[config.mk]
export PLATFORM = sky130hd
export DESIGN_NAME = svc_watchdog
export DESIGN_NICKNAME = d
export VERILOG_FILES = /design/src/rtl/svc_wdog_pkg.sv /design/src/rtl/wdog_key_seq.sv /design/src/rtl/wdog_counter.sv /design/src/rtl/svc_watchdog.sv
export SDC_FILE = /design/constraint.sdc
export NUM_CORES = 1
export LEC_CHECK = 0
export CELL_PAD_IN_SITES_DETAIL_PLACEMENT = 0
export CELL_PAD_IN_SITES_GLOBAL_PLACEMENT = 1
export CORE_ASPECT_RATIO = 1.4
export CORE_MARGIN = 4
export CORE_UTILIZATION = 40
export CTS_BUF_LIST = sky130_fd_sc_hd__clkbuf_2
export DETAILED_ROUTE_END_ITERATION = 6
export PLACE_DENSITY_LB_ADDON = 0.1
export RECOVER_POWER = 100
export SLEW_MARGIN = 10
export SYNTH_ARGS = -nofsm -noshare
export SYNTH_HDL_FRONTEND = slang
export SYNTH_SLANG_ARGS = --single-unit
[constraint.sdc]
create_clock -name clk_i -period 2.1 [get_ports clk_i]
set_input_delay 0.42 -clock clk_i [delete_from_list [all_inputs] [get_ports clk_i]]
set_output_delay 0.42 -clock clk_i [all_outputs]
set_load 0.03 [all_outputs]
[src/rtl/svc_wdog_pkg.sv]
`timescale 1ns/1ps
package svc_wdog_pkg;

    localparam int REG_CTRL   = 0;
    localparam int REG_SVC    = 1;
    localparam int REG_STATUS = 2;

    localparam int CTL_EN      = 7;
    localparam int CTL_ACT     = 6;
    localparam int CTL_PER_LSB = 3;
    localparam int CTL_FLAG    = 0;

    localparam logic [7:0] KEY_FIRST  = 8'h55;
    localparam logic [7:0] KEY_SECOND = 8'hAA;

    typedef enum logic {
        KS_WAIT_FIRST  = 1'b0,
        KS_WAIT_SECOND = 1'b1
    } key_state_e;

    typedef struct packed {
        logic [7:0] ctrl;
        logic       wdr;
    } wd_regs_t;

endpackage

[src/rtl/wdog_key_seq.sv]
`timescale 1ns/1ps
module wdog_key_seq
    import svc_wdog_pkg::*;
(
    input  logic       clk_i,
    input  logic       rst_ni,
    input  logic       key_wr_i,
    input  logic [7:0] key_data_i,
    output logic       service_o
);

    key_state_e state_d, state_q;

    always_comb begin
        state_d   = state_q;
        service_o = 1'b0;
        if (key_wr_i) begin
            if (state_q == KS_WAIT_FIRST && key_data_i == KEY_FIRST) begin
                state_d = KS_WAIT_SECOND;
            end else if (state_q == KS_WAIT_SECOND && key_data_i == KEY_SECOND) begin
                state_d   = KS_WAIT_FIRST;
                service_o = 1'b1;
            end else begin
                state_d = KS_WAIT_FIRST;
            end
        end
    end

    always_ff @(posedge clk_i or negedge rst_ni) begin
        if (!rst_ni) begin
            state_q <= KS_WAIT_FIRST;
        end else begin
            state_q <= state_d;
        end
    end

endmodule

[src/rtl/wdog_counter.sv]
`timescale 1ns/1ps
module wdog_counter #(
    parameter int BASE_LOG2 = 9,
    parameter int STEP_LOG2 = 2,
    parameter int SEL_W     = 3,
    parameter int CNT_W     = BASE_LOG2 + STEP_LOG2 * ((1 << SEL_W) - 1)
) (
    input  logic             clk_i,
    input  logic             rst_ni,
    input  logic             run_i,
    input  logic             clear_i,
    input  logic [SEL_W-1:0] sel_i,
    output logic [CNT_W-1:0] cnt_o,
    output logic             expire_o
);

    localparam int NSEL = 1 << SEL_W;

    logic [CNT_W-1:0] term_tbl [NSEL];
    logic [CNT_W-1:0] cnt_d, cnt_q;
    logic             at_end;

    for (genvar g = 0; g < NSEL; g++) begin : g_term
        localparam int LG = BASE_LOG2 + STEP_LOG2 * g;
        assign term_tbl[g] = CNT_W'((64'd1 << LG) - 64'd1);
    end

    assign at_end   = (cnt_q >= term_tbl[sel_i]);
    assign expire_o = run_i && !clear_i && at_end;
    assign cnt_o    = cnt_q;

    always_comb begin
        cnt_d = cnt_q;
        if (clear_i) begin
            cnt_d = '0;
        end else if (run_i) begin
            cnt_d = at_end ? '0 : cnt_q + CNT_W'(1);
        end
    end

    always_ff @(posedge clk_i or negedge rst_ni) begin
        if (!rst_ni) begin
            cnt_q <= '0;
        end else begin
            cnt_q <= cnt_d;
        end
    end

endmodule

[src/rtl/svc_watchdog.sv]
`timescale 1ns/1ps
module svc_watchdog
    import svc_wdog_pkg::*;
#(
    parameter int ADDR_W    = 2,
    parameter int BASE_LOG2 = 9,
    parameter int STEP_LOG2 = 2,
    parameter int SEL_W     = 3
) (
    input  logic              clk_i,
    input  logic              rst_ni,
    input  logic [ADDR_W-1:0] addr_i,
    input  logic [7:0]        wdata_i,
    input  logic              wr_en_i,
    input  logic              rd_en_i,
    output logic [7:0]        rdata_o,
    output logic              irq_o,
    output logic              rst_req_o,
    output logic              wdr_flag_o
);

    localparam int CNT_W = BASE_LOG2 + STEP_LOG2 * ((1 << SEL_W) - 1);

    wd_regs_t         regs_d, regs_q;
    logic             ctrl_wr, svc_wr, service, expire, pending;
    logic [CNT_W-1:0] cnt;

    assign ctrl_wr = wr_en_i && (addr_i == ADDR_W'(REG_CTRL));
    assign svc_wr  = wr_en_i && (addr_i == ADDR_W'(REG_SVC));
    assign pending = regs_q.ctrl[CTL_FLAG];

    wdog_key_seq u_keys (
        .clk_i      (clk_i),
        .rst_ni     (rst_ni),
        .key_wr_i   (svc_wr),
        .key_data_i (wdata_i),
        .service_o  (service)
    );

    wdog_counter #(
        .BASE_LOG2 (BASE_LOG2),
        .STEP_LOG2 (STEP_LOG2),
        .SEL_W     (SEL_W),
        .CNT_W     (CNT_W)
    ) u_count (
        .clk_i    (clk_i),
        .rst_ni   (rst_ni),
        .run_i    (regs_q.ctrl[CTL_EN]),
        .clear_i  (service),
        .sel_i    (regs_q.ctrl[CTL_PER_LSB +: SEL_W]),
        .cnt_o    (cnt),
        .expire_o (expire)
    );

    always_comb begin
        regs_d = regs_q;
        if (ctrl_wr) begin
            if (!pending) begin
                regs_d.ctrl[7:1] = wdata_i[7:1];
            end
            if (wdata_i[CTL_FLAG]) begin
                regs_d.ctrl[CTL_FLAG] = 1'b0;
            end
        end
        if (expire && !pending) begin
            regs_d.ctrl[CTL_FLAG] = 1'b1;
            if (regs_d.ctrl[CTL_ACT]) begin
                regs_d.wdr = 1'b1;
            end
        end
    end

    always_ff @(posedge clk_i or negedge rst_ni) begin
        if (!rst_ni) begin
            regs_q <= '0;
        end else begin
            regs_q <= regs_d;
        end
    end

    always_comb begin
        rdata_o = 8'h00;
        if (rd_en_i) begin
            if (addr_i == ADDR_W'(REG_CTRL)) begin
                rdata_o = regs_q.ctrl;
            end else if (addr_i == ADDR_W'(REG_STATUS)) begin
                rdata_o = {7'b0, regs_q.wdr};
            end
        end
    end

    assign irq_o      = pending && !regs_q.ctrl[CTL_ACT];
    assign rst_req_o  = pending &&  regs_q.ctrl[CTL_ACT];
    assign wdr_flag_o = regs_q.wdr;

endmodule

==> metrics.txt <==
CTS root buffer=clkbuf_2; worst hold slack=0.524 ns; Worst-path clk slew=0.17 ns; Startpoint Class=register; combinational power share=51.1%; die width=71.1 µm; Main synth FF type=dfrtp_1; dpl cell area=2940 µm²; Final Total Pwr=2.46 mW; CP endpoint kind=register; Clock Sinks=33; final setup fails=31; total CTS buffers=5; crit path cell chain=o21ai_4 > ha_1 > nand4_1 > nor2_2 > a311oi_2 > nand3b_1 > buf_6 > buf_6 > buf_16 > a211o_1 > o21ai_0; clock latency on the worst-skew pair=0.40 ns; WS Path Type=reg -> reg; syn avg cell area=9.11 µm²; area of the multi-input gates=1510 µm²; Ant. Diodes=0; starting density of the core=42.3%; Critical Path Fanout Max=18; Die ar.=6860 µm²; Vias per Instance=5.85; CP max stage cell=dfrtp_2; Final nets=350; Core Util, Final=62.5%; Post-synth EDFFs=0; initial antenna violation count=0; switching pwr=1.01 mW; outcome=finished with violations; critical path's top delay family=compound AO/OA/AOI/OAI gates; # DRC=0; GPL Wtd Cong=0.757; max cap viols=1; Post-Syn Area=2230 µm²; Hold Buf Count CTS=0; Seq cells post-synth=33; R2R Setup Slk=-0.26 ns; wire per inst=17.6 µm; vias in the first global route=2329; setup TNS=-5.98 ns; GR Overflow Total=0; Die Y-Extent=96.4 µm; Flop pwr share=35.9%; fin worst setup slack=-0.259 ns; share of layout cells above drive strength 1=36.6%; vias after detailed routing=2303; final WL=6930 µm; Sw Ratio=41.2%; PwrDens=747 nW/µm²; DP HPWL=4720 µm; Worst Skew=0.0171 ns; CP Data Arrival Time=2.68 ns; Cells after DPL=377; largest net degree at the start of global routing=27; Post-synth ARST share=100%; CTS tree=done; H-Tree Depth=2; HP Class=reg -> reg; cell mode on critical path=buf_6; Slew Limit Fails=27; Tmin final=2.36 ns; part of the cycle the worst path needs=112%; Worst EP required=2.42 ns; port bufs=24; Seq/Total Area, Yosys=37.0%; core footprint=5280 µm²; Area growth, synth to finish=47.8%; synth unique cells=49; fillers=491; Largest stage delay, worst path=0.50 ns; drt pass-1 iters=4; synth warn=0; Clock Path Buffers=2; failing checks=capacitance limit, slew limit, setup timing; Design Area, Final=3300 µm²; first-pass GRT wire length=11000 µm; RSZ-0062 raised after global routing=yes; FF/Latch Area=830 µm²; fmax=0.424 GHz; Antenna Nets Post-Route=0; pre-CTS setup slack=-0.353 ns; Post-Syn Instances=245; VDD IR max=0.391 mV; Rows=31; leakage=1.50 nW; Worst-Margin Slew=1.58 ns; CP Buf/Inv Count=3; # IOs=25; fin cells=394; Max-Slew Margin vs Limit=-5.30%; Power Internal=1.45 mW; Clock power frac=13.1%; net count after synthesis=268; final hold vios=0; initial DRC count=160; GRT Util Overall=20.6%
-- final cells by class --
cell class / count / share of cell area (%)
clock buffers: 6 / 0.910
clock inverters: 2 / 0.303
inverters: 5 / 0.569
multi-input cells: 192 / 45.9
flip-flops and latches: 33 / 25.2
well taps: 66 / 2.50
repair buffers: 90 / 24.7
-- routing by layer --
metal  global-route usage, %  vias to the layer above  wire [µm]
met5                       0                        -          0
met4                    8.62                        0        154
met3                    3.42                       12        210
met2                    39.5                       56       3830
met1                    22.3                     1124       2730
li1                        -                     1111          -
-- cell families after synthesis --
group / share of synthesized area (%)
buffers and inverters: 5.38
AO/OA/AOI/OAI: 21.1
AND/OR/NAND/NOR: 28.5
adder cells (fa/ha/maj): 5.04
flip-flops: 37.0
multiplexers: 2.97
-- flip-flops by register name (all words and copies together) (netlist names) --
name and count:
u_keys.state_q 1, pending 1, regs_q 7, u_count.cnt_o 23
wdr_flag_o 1
-- layout by cell type (no fill, tap or decap), types with 3 or more instances in the layout --
master and instances:
o311ai_1 3, buf_6 3, a22o_1 3, nand4_1 8
and3_1 12, nand3_1 9, clkbuf_2 8, a21oi_1 5
dlygate4sd3_1 3, nor4_1 5, clkdlybuf4s50_1 11, inv_1 5
a21o_1 10, nand2_1 21, mux2_2 4, nor4_2 3
nor2_1 12, o31ai_1 6, buf_4 58, dfrtp_1 30
nor4b_4 3, dfrtp_2 3, ha_4 4, and2_1 3
a211o_1 4, buf_12 3, nor3_1 10, o21a_1 7
ha_1 5, o21ai_0 9
-- synthesized netlist by cell type (7+ instances only) --
cell type / count / share of area, %
nand3_1: 10 / 2.2
nand2_1: 22 / 3.7
o21a_1: 7 / 2.4
a21o_1: 10 / 3.4
nor2_1: 13 / 2.2
ha_1: 9 / 5.0
o21ai_0: 12 / 2.7
nand4_1: 8 / 2.2
nor3_1: 12 / 2.7
and3_1: 12 / 3.4
nor4_1: 7 / 2.0
dfrtp_1: 33 / 37
o31ai_1: 8 / 2.7
-- final timing paths --
path,start,to,depth (start not counted)
hold / removal,regs_q[3]$_DFFE_PN0P_,regs_q[3]$_DFFE_PN0P_,1
hold reg to reg,regs_q[3]$_DFFE_PN0P_,regs_q[3]$_DFFE_PN0P_,1
max in group asynchronous,rst_ni,regs_q[4]$_DFFE_PN0P_,2
setup reg to reg,regs_q[5]$_DFFE_PN0P_,u_count.cnt_o[15]$_DFFE_PN0P_,11
min in group asynchronous,rst_ni,regs_q[6]$_DFFE_PN0P_,2
setup / recovery,regs_q[5]$_DFFE_PN0P_,u_count.cnt_o[15]$_DFFE_PN0P_,11
-- power by group through the flow --
stage	Clock, mW	Combinational (mW)	Sequential [mW]
floorplan	0	0.575	0.855
global placement	0	0.989	0.867
detailed placement	0	0.997	0.867
CTS	0.329	1.10	0.858
global route	0.358	1.35	0.899
finish	0.322	1.26	0.884
-- repair_timing --
| item | 4_1_cts | 5_1_grt |
|---|---|---|
| cloned | 2 | 1 |
| endpoints found under the setup margin | 27 | 25 |
| setup buffers | 4 | 2 |
| gates resized for setup | 20 | 27 |
| pin swaps | 6 | 8 |
Power figures use the tool's default switching activity.
